--- config.mk ---
export PLATFORM = sky130hd
export DESIGN_NAME = spim_engine
export DESIGN_NICKNAME = d
export VERILOG_FILES = /design/src/rtl/spim_pkg.sv /design/src/rtl/spim_ctrl.sv /design/src/rtl/spim_datapath.sv /design/src/rtl/spim_csel.sv /design/src/rtl/spim_engine.sv
export SDC_FILE = /design/constraint.sdc
export NUM_CORES = 1
export LEC_CHECK = 0
export CAP_MARGIN = 20
export CORE_UTILIZATION = 32
export CTS_CLUSTER_SIZE = 8
export DETAILED_ROUTE_END_ITERATION = 16
export HOLD_SLACK_MARGIN = 0.08
export SETUP_SLACK_MARGIN = 0.05
export SYNTH_ARGS = -nofsm -noshare
export SYNTH_HDL_FRONTEND = slang
export SYNTH_HIERARCHICAL = 1
export SYNTH_SLANG_ARGS = --single-unit
export TNS_END_PERCENT = 100
--- constraint.sdc ---
create_clock -name clk -period 2.51 [get_ports clk]
set_input_delay 0.502 -clock clk [delete_from_list [all_inputs] [get_ports clk]]
set_output_delay 0.502 -clock clk [all_outputs]
set_load 0.02 [all_outputs]
--- src/rtl/spim_pkg.sv ---
package spim_pkg;

  // Control word field positions (decoded by neighbouring logic).
  localparam int CtlMasterBit = 0;
  localparam int CtlCpolBit   = 1;
  localparam int CtlCphaBit   = 2;
  localparam int CtlDivLsb    = 3;
  localparam int CtlSsLsb     = 10;
  localparam int CtlManualBit = 14;

  // Strobes from the sequencer to the datapath and select logic.
  typedef struct packed {
    logic load;   // word accepted this cycle
    logic lead;   // leading sclk edge this cycle
    logic trail;  // trailing sclk edge this cycle
    logic push;   // word complete, hand to receive queue
    logic abort;  // enable dropped while busy
  } engStrobe_t;

  // Serial position -> data bit: low byte first, MSB first in each byte.
  function automatic int unsigned serialBitPos(int unsigned idx, int unsigned byteW);
    return (idx / byteW) * byteW + (byteW - 1) - (idx % byteW);
  endfunction

endpackage

--- src/rtl/spim_ctrl.sv ---
module spim_ctrl
  import spim_pkg::*;
#(
  parameter int DIV_W     = 3,
  parameter int WORD_BITS = 32
) (
  input  logic             clk,
  input  logic             rstN,
  input  logic             enable,
  input  logic             master,
  input  logic             txValid,
  input  logic             rxFull,
  input  logic [DIV_W-1:0] divCode,
  output engStrobe_t       strobe,
  output logic             busy,
  output logic             txPop
);

  localparam int EDGES  = 2 * WORD_BITS;
  localparam int EDGE_W = $clog2(EDGES);
  localparam int CNT_W  = (1 << DIV_W) - 1;

  typedef enum logic [1:0] {ST_IDLE, ST_SHIFT, ST_DONE} engState_t;

  engState_t        state;
  logic [DIV_W-1:0] divQ;
  logic [CNT_W-1:0] divCnt;
  logic [CNT_W-1:0] halfLast;
  logic [EDGE_W-1:0] edgeCnt;
  logic             startOk;
  logic             edgeHit;

  assign halfLast = CNT_W'((32'd1 << divQ) - 32'd1);
  assign startOk  = enable && master && txValid && !rxFull && (state == ST_IDLE);
  assign edgeHit  = enable && (state == ST_SHIFT) && (divCnt == halfLast);

  always_comb begin
    strobe       = '0;
    strobe.load  = startOk;
    strobe.lead  = edgeHit && !edgeCnt[0];
    strobe.trail = edgeHit && edgeCnt[0];
    strobe.push  = enable && (state == ST_DONE);
    strobe.abort = !enable && (state != ST_IDLE);
  end

  assign busy  = (state != ST_IDLE);
  assign txPop = startOk;

  always_ff @(posedge clk or negedge rstN) begin
    if (!rstN) begin
      state   <= ST_IDLE;
      divQ    <= '0;
      divCnt  <= '0;
      edgeCnt <= '0;
    end else if (!enable) begin
      state   <= ST_IDLE;
      divCnt  <= '0;
      edgeCnt <= '0;
    end else begin
      unique case (state)
        ST_IDLE: begin
          if (startOk) begin
            state   <= ST_SHIFT;
            divQ    <= divCode;
            divCnt  <= '0;
            edgeCnt <= '0;
          end
        end
        ST_SHIFT: begin
          if (edgeHit) begin
            divCnt  <= '0;
            edgeCnt <= edgeCnt + 1'b1;
            if (edgeCnt == EDGE_W'(EDGES - 1)) state <= ST_DONE;
          end else begin
            divCnt <= divCnt + 1'b1;
          end
        end
        ST_DONE: state <= ST_IDLE;
        default: state <= ST_IDLE;
      endcase
    end
  end

  assert_push_single_R6: assert property (@(posedge clk) disable iff (!rstN)
    strobe.push |=> !strobe.push);

  assert_abort_idle_R10: assert property (@(posedge clk) disable iff (!rstN)
    !enable |=> !busy);

  assert_no_start_when_full_R7: assert property (@(posedge clk) disable iff (!rstN)
    (rxFull && !busy) |=> !busy);

endmodule

--- src/rtl/spim_datapath.sv ---
module spim_datapath
  import spim_pkg::*;
#(
  parameter int WORD_BITS = 32,
  parameter int BYTE_BITS = 8
) (
  input  logic                 clk,
  input  logic                 rstN,
  input  engStrobe_t           strobe,
  input  logic                 busy,
  input  logic                 cpol,
  input  logic                 cpha,
  input  logic [WORD_BITS-1:0] txData,
  input  logic                 miso,
  output logic [WORD_BITS-1:0] rxData,
  output logic                 sclk,
  output logic                 mosi
);

  localparam int PTR_W = $clog2(WORD_BITS);
  localparam int IDX_W = PTR_W + 1;

  logic [WORD_BITS-1:0] txWord;
  logic [WORD_BITS-1:0] rxWord;
  logic [IDX_W-1:0]     bitIdx;
  logic                 mosiQ;
  logic                 phaseQ;
  logic                 cpolQ;
  logic                 cphaQ;
  logic                 sampleEv;
  logic                 shiftEv;
  logic [PTR_W-1:0]     curPos;
  logic [PTR_W-1:0]     firstPos;

  assign sampleEv = cphaQ ? strobe.trail : strobe.lead;
  assign shiftEv  = cphaQ ? strobe.lead  : strobe.trail;
  assign curPos   = PTR_W'(serialBitPos(32'(bitIdx), BYTE_BITS));
  assign firstPos = PTR_W'(serialBitPos(0, BYTE_BITS));

  always_ff @(posedge clk or negedge rstN) begin
    if (!rstN) begin
      txWord <= '0;
      rxWord <= '0;
      bitIdx <= '0;
      mosiQ  <= 1'b0;
      phaseQ <= 1'b0;
      cpolQ  <= 1'b0;
      cphaQ  <= 1'b0;
    end else if (strobe.load) begin
      txWord <= txData;
      rxWord <= '0;
      bitIdx <= '0;
      phaseQ <= 1'b0;
      cpolQ  <= cpol;
      cphaQ  <= cpha;
      mosiQ  <= cpha ? 1'b0 : txData[firstPos];
    end else if (strobe.abort || strobe.push) begin
      phaseQ <= 1'b0;
    end else begin
      if (strobe.lead || strobe.trail) phaseQ <= ~phaseQ;
      if (sampleEv) begin
        rxWord[curPos] <= miso;
        bitIdx         <= bitIdx + 1'b1;
      end
      if (shiftEv && (bitIdx < IDX_W'(WORD_BITS))) mosiQ <= txWord[curPos];
    end
  end

  assign sclk   = busy ? (cpolQ ^ phaseQ) : cpol;
  assign mosi   = mosiQ;
  assign rxData = rxWord;

  assert_sclk_moves_on_edge_R5: assert property (@(posedge clk) disable iff (!rstN)
    (busy && !strobe.lead && !strobe.trail && !strobe.abort && !strobe.push) |=> $stable(sclk));

  assert_mosi_hold_on_sample_R4: assert property (@(posedge clk) disable iff (!rstN)
    (busy && !cphaQ && strobe.lead) |=> $stable(mosi));

endmodule

--- src/rtl/spim_csel.sv ---
module spim_csel #(
  parameter int SS_LINES = 4
) (
  input  logic                clk,
  input  logic                rstN,
  input  logic                manual,
  input  logic [SS_LINES-1:0] ssField,
  input  logic                load,
  input  logic                busy,
  output logic [SS_LINES-1:0] ssN
);

  logic [SS_LINES-1:0] ssLatch;

  always_ff @(posedge clk or negedge rstN) begin
    if (!rstN)     ssLatch <= '1;
    else if (load) ssLatch <= ssField;
  end

  assign ssN = manual ? ssField : (busy ? ssLatch : '1);

  assert_cs_steady_R8: assert property (@(posedge clk) disable iff (!rstN)
    (!manual && $past(!manual) && busy && $past(busy)) |-> $stable(ssN));

endmodule

--- src/rtl/spim_engine.sv ---
module spim_engine
  import spim_pkg::*;
#(
  parameter int WORD_BITS = 32,
  parameter int BYTE_BITS = 8,
  parameter int DIV_W     = 3,
  parameter int SS_LINES  = 4,
  parameter int CTRL_W    = 16
) (
  input  logic                 clk,
  input  logic                 rstN,
  input  logic [CTRL_W-1:0]    ctrlWord,
  input  logic                 enable,
  input  logic                 txValid,
  input  logic [WORD_BITS-1:0] txData,
  output logic                 txPop,
  input  logic                 rxFull,
  output logic                 rxPush,
  output logic [WORD_BITS-1:0] rxData,
  output logic                 sclk,
  output logic                 mosi,
  input  logic                 miso,
  output logic [SS_LINES-1:0]  ssN
);

  engStrobe_t strobe;
  logic       busy;

  spim_ctrl #(
    .DIV_W    (DIV_W),
    .WORD_BITS(WORD_BITS)
  ) u_ctrl (
    .clk    (clk),
    .rstN   (rstN),
    .enable (enable),
    .master (ctrlWord[CtlMasterBit]),
    .txValid(txValid),
    .rxFull (rxFull),
    .divCode(ctrlWord[CtlDivLsb +: DIV_W]),
    .strobe (strobe),
    .busy   (busy),
    .txPop  (txPop)
  );

  spim_datapath #(
    .WORD_BITS(WORD_BITS),
    .BYTE_BITS(BYTE_BITS)
  ) u_datapath (
    .clk   (clk),
    .rstN  (rstN),
    .strobe(strobe),
    .busy  (busy),
    .cpol  (ctrlWord[CtlCpolBit]),
    .cpha  (ctrlWord[CtlCphaBit]),
    .txData(txData),
    .miso  (miso),
    .rxData(rxData),
    .sclk  (sclk),
    .mosi  (mosi)
  );

  spim_csel #(
    .SS_LINES(SS_LINES)
  ) u_csel (
    .clk    (clk),
    .rstN   (rstN),
    .manual (ctrlWord[CtlManualBit]),
    .ssField(ctrlWord[CtlSsLsb +: SS_LINES]),
    .load   (strobe.load),
    .busy   (busy),
    .ssN    (ssN)
  );

  assign rxPush = strobe.push;

endmodule

==> After elaboration in Yosys (flattened, before gate mapping) <==
Cells that the tools add are included.
{ "word_totals": {"regBits": 96, "inputBits": 54, "output_inout_bits": 40, "word_cells": 97} }
{ "classes": {"add_sub_neg": 6, "order_cmp": 3, "n_eq_ne": 9, "shift": 1, "n_mux": 36, "bitwise_logic": 2, "reduce_logical": 28} }
{ "op_table": {"columns": ["operator", "n"], "rows": [
  ["$mux W32", 3],
  ["$mux W6", 6],
  ["$bwmux W32", 1],
  ["$mux W7", 3],
  ["$pmux W7 S2", 1],
  ["$add A6 B1 Y6 const B", 2],
  ["$logic_and A1 B1 Y1", 12],
  ["$mux W1", 12],
  ["$pmux W6 S2", 1],
  ["$reduce_and A3 Y1", 3],
  ["$mux W2", 4],
  ["$mux W4", 2],
  ["$add A7 B1 Y7 const B", 1],
  ["$eq A7 B7 Y1", 1],
  ["$shl A1 B3 Y7 const A", 1],
  ["$sub A7 B1 Y7 const B", 1],
  ["$eq A6 B6 Y1 const B", 1],
  ["$lt A5 B6 Y1 const B", 1],
  ["$lt A6 B6 Y1 const B", 1],
  ["$ne A3 B3 Y1 const B", 2],
  ["$reduce_and A2 Y1", 3],
  ["$reduce_bool A2 Y1", 3],
  ["$add A5 B3 Y5 const B", 1],
  ["$bmux W1 S5", 1],
  ["15 further kinds", 18]
]} }

==> Depth between registers and ports, before layout <==
{ "depth": {"ltp_word": 10, "mapped_depth": 11} }

==> Hierarchy <==
Netlist, hierarchy kept.
{ "by_module_without_submodules": {"columns": ["module", "instances", "cells_per_inst", "area_per_inst_um2", "seq_area_each_um2"], "rows": [
  ["spim_datapath", 1, 327, 3702.3, 1851.8],
  ["spim_ctrl", 1, 125, 1082.3, 450.4],
  ["spim_csel", 1, 19, 214.0, 105.1]
]} }

==> Worst setup path before layout <==
No wires, ideal clock.
{ "synth_path": {"path_type": "in2reg", "start": "in txValid", "end": "reg u_datapath.txWord[15]", "setup_time_ps": 125, "arrival_ps": 2306, "path_slack_ps": 79, "stages": 8, "n_path_buf": 4, "path_cell_list": "nor2b_1 -> nand4_1 -> inv_1 -> buf_4 -> clkbuf_1 -> buf_2 -> buf_2 -> mux2_2"} }
{ "synth_between": {"elab_chain_cells": 3} }
{ "synth_rtl": {"columns": ["element", "line", "text"], "rows": [
  ["from (decl)", "spim_engine.sv:14", "input logic txValid,"],
  ["$logic_and A1 B1 Y1 (3 in series)", "spim_ctrl.sv:34", "assign startOk = enable && master && txValid && !rxFull && (state == ST_IDLE);"],
  ["named net txPop", "spim_engine.sv:16", "output logic txPop,"],
  ["to (signal assigned)", "spim_datapath.sv:50", "txWord <= txData;"],
  ["to (decl)", "spim_datapath.sv:23", "logic [WORD_BITS-1:0] txWord;"]
]} }
The timed path passes the listed nets, and every way through them passes these cells.
A chain may end at the register's enable or synchronous reset.

==> impl_metrics.tcl <==
set metrics [dict create \
    setup_violations 0 \
    grt_pass1_wl_um 20900 \
    pwr-share-comb_pct 20.3 \
    synth-xor-area-share_pct 1.23 \
    synth.distinct_cells 57 \
    row_count 45 \
    synthToLayoutAreaGrowth_pct 31.6 \
    tritoncts "done" \
    dr_total_vias 4082 \
    synth.area.top_cells "dfrtp_1, mux2_2, o31ai_1, a21oi_1, nand4_1" \
    synth_top_area_share_pct 46.1 \
    max_cap_viol_count 0 \
    layout_min_cycle_time_ns 2.41 \
    clk_pin_slew_ns 0.07 \
    die_h_um 127 \
    tightest_slew_ns 0.567 \
    crit_required_ns 2.80 \
    end_kind "flop" \
    ys_seq_elements 96 \
    post-route-period-util_pct 96.1 \
    synth_top_cell_by_area "dfrtp_1" \
    critPathTopFamily "simple AND/OR/NAND/NOR gates" \
    post-dp-hpwl_um 8750 \
    overflow 0 \
    finClkSkew_ns 0.00678 \
    synth_flop_cell "dfrtp_1" \
    drv_slew 0 \
    syn-num-nets 531 \
    wirelength_um 12700 \
    synthAdderAreaFrac_pct 1.50 \
    fp.dieArea_mm2 0.0161 \
    clk-insertion-delay-late_ns 0.35 \
    drc 0 \
    yosysWarnings 6 \
    routedWlPerCell_um 16.7 \
    p_int_mw 3.08 \
    switchingPower_mw 1.14 \
    gr-usage-all-layers_pct 16.5 \
    slowest_stage "dfrtp_2" \
    clockBufferDepth 2 \
    dpl-instance-area_mm2 0.00616 \
    synthMuxAreaShare_pct 13.0 \
    cp-start-kind "flop" \
    diodes 0 \
    p_clk_share_pct 35.3 \
    synth-simple-area-share_pct 14.5 \
    grt_max_degree 53 \
    port_buffers 88 \
    syn_area_mm2 0.00500 \
    status "finished clean" \
    ant_nets 0 \
    synth_common_cells "dfrtp_1, a21oi_1, mux2_2" \
    post-synth-top-count-cell "dfrtp_1" \
    place_congestion 0.796 \
    fin_nets 628 \
    yosysSeqAreaShare_pct 48.2 \
    pre_cts_ws_ns -0.110 \
    synth_compound_gate_area_share_pct 16.0 \
    antenna_found_initial 0 \
    cts_buffers 9 \
    fmax_mhz 415 \
    routed_via_density 5.36 \
    sw_frac_of_total_pct 27.0 \
    postSynth.asyncResetShare_pct 100 \
    dr.first_iter.drc_count 330 \
    p_leak_nw 2.68 \
    power_density_mw_per_mm2 641 \
    synth_top_family_by_area "compound AO/OA/AOI/OAI gates" \
    core_mm2 0.0152 \
    path_class "flop to flop" \
    hp-class "flop to flop" \
    grt_pass1_vias 4134 \
    synth-edff-count 0 \
    avgSynthCellArea_um2 10.6 \
    firstDrtPassIters 5 \
    cp_data_arrival_time_ns 2.70 \
    drive_above_1_share_pct 20.1 \
    cp_cell_sequence "nor4bb_2 -> a21oi_2 -> a21oi_4 -> nand3_4 -> nor2_4 -> mux2_4 -> a21oi_4 -> buf_12 -> or3_1 -> a21oi_2" \
    relSlewSlack_pct 62.1 \
    rsz0062_at_grt "yes" \
    slowest_delay_ns 0.45 \
    cts.sinks 96 \
    final.setup.worst_slack_ns 0.0989 \
    io_pins 94 \
    cts_root_buffer "clkbuf_16" \
    finalInstanceArea_mm2 0.00658 \
    hold_violations 0 \
    initial_utilization_pct 32.9 \
    ir_worst_vdd_mv 0.316 \
    crit_buf_inv 1 \
    die_w_um 127 \
    netlist_instances 471 \
    p_seq_share_pct 44.4 \
    crit_fanout 33 \
    htree_levels 3 \
]
## stage by stage
step                hold slack (ns)  TNS [ns]  utilization (%)  cells  total power [mW]
detailed placement            0.445     -2.06             40.5    741              2.73
global route                  0.519    -0.205             43.3    761              4.44
floorplan                     0.206         0                -    471              2.39
CTS                           0.508         0             42.7    758              4.24
finish                        0.503         0             43.3    761              4.22
global placement              0.439    -0.940             40.5    741              2.71
## repair_timing
action / CTS / global route
pin swaps: 0 / 5
buffers inserted: 0 / 3
hold buffers: 1 / 0
setup endpoints to repair: 40 / 36
gates cloned: 0 / 0
gates resized for setup: 11 / 14
endpoints found under the hold margin: 20 / 0
## logic make-up after synthesis
| logic type | Yosys count |
|---|---|
| AND/OR/NAND/NOR | 137 |
| multiplexers | 54 |
| AO/OA/AOI/OAI | 120 |
| buffers and inverters | 51 |
| XOR/XNOR | 7 |
| adder cells (fa/ha/maj) | 6 |
| flip-flops | 96 |
## final cells by class
| type | instances | area (µm²) |
|---|---|---|
| Inverter | 17 | 63.8 |
| Clock inverter | 4 | 76.3 |
| Fill cell | 1478 | 8620 |
| Multi-Input combinational cell | 324 | 2380 |
| Timing Repair Buffer | 120 | 1160 |
| Tap cell | 188 | 235 |
| Clock buffer | 12 | 246 |
| Sequential cell | 96 | 2410 |
## placed cells by master (no fill, tap or decap), types with 3 or more instances in the layout
cell / n
a21o_1: 3
a21oi_1: 42
a21oi_2: 3
a22o_1: 3
a31oi_1: 3
and2_1: 5
and3_1: 3
buf_12: 4
buf_4: 28
clkbuf_16: 9
clkdlybuf4s50_1: 80
dfrtp_1: 88
dfrtp_2: 4
dfstp_2: 4
dlygate4sd2_1: 7
ha_1: 6
inv_1: 16
mux2_2: 38
mux2i_1: 11
nand2_1: 31
nand3_1: 8
nand4_1: 34
nor2_1: 22
nor3_1: 6
nor3b_1: 3
o21ai_0: 11
o21ai_1: 4
o31ai_1: 29
or2_2: 3
or3_1: 6
xnor2_1: 6
## metal layers
layer / up-vias / GRT usage, % / wire [µm]
li1: 1940 / - / -
met1: 1997 / 22.2 / 5810
met2: 128 / 24.9 / 5890
met3: 17 / 5.07 / 791
met4: 0 / 6.37 / 218
met5: - / 0 / 0
## sequential cells by signal (all words and copies together), names as in the netlist, 2 cells and up
| name | cells |
|---|---|
| u_datapath/rxData | 32 |
| u_ctrl/state | 2 |
| u_datapath/bitIdx | 6 |
| u_ctrl/edgeCnt | 6 |
| u_datapath/txWord | 32 |
| u_csel/ssLatch | 4 |
| u_ctrl/divCnt | 7 |
| u_ctrl/divQ | 3 |
## worst register-to-register path: cells and delay by family (launching register included)
| kind | cells | cell delay, ns |
|---|---|---|
| muxes | 1 | 0.21 |
| and+or+nand+nor | 4 | 1.00 |
| buffers and inverters | 1 | 0.18 |
| DFF | 1 | 0.45 |
| AOI/OAI and AO/OA | 4 | 0.52 |
## power by group through the flow
stage / clock [mW] / sequential (mW) / combinational [mW]
floorplan: 0 / 1.86 / 0.529
global placement: 0 / 1.89 / 0.817
detailed placement: 0 / 1.90 / 0.830
CTS: 1.53 / 1.87 / 0.832
global route: 1.61 / 1.90 / 0.928
finish: 1.49 / 1.87 / 0.857
## final timing paths
path	startpoint	end	slack [ns]	depth (start not counted)
min	u_datapath/txWord[16]	u_datapath/txWord[16]	0.50	1
min reg2reg	u_datapath/txWord[16]	u_datapath/txWord[16]	0.50	1
min in group asynchronous	rstN	u_ctrl/edgeCnt[5]	0.61	2
max	u_ctrl/divCnt[4]	u_datapath/bitIdx[2]	0.1	10
max reg2reg	u_ctrl/divCnt[4]	u_datapath/bitIdx[2]	0.1	10
max in group asynchronous	rstN	u_datapath/rxData[6]	1.27	3
Note: power is estimated with default switching activity, not from simulation.
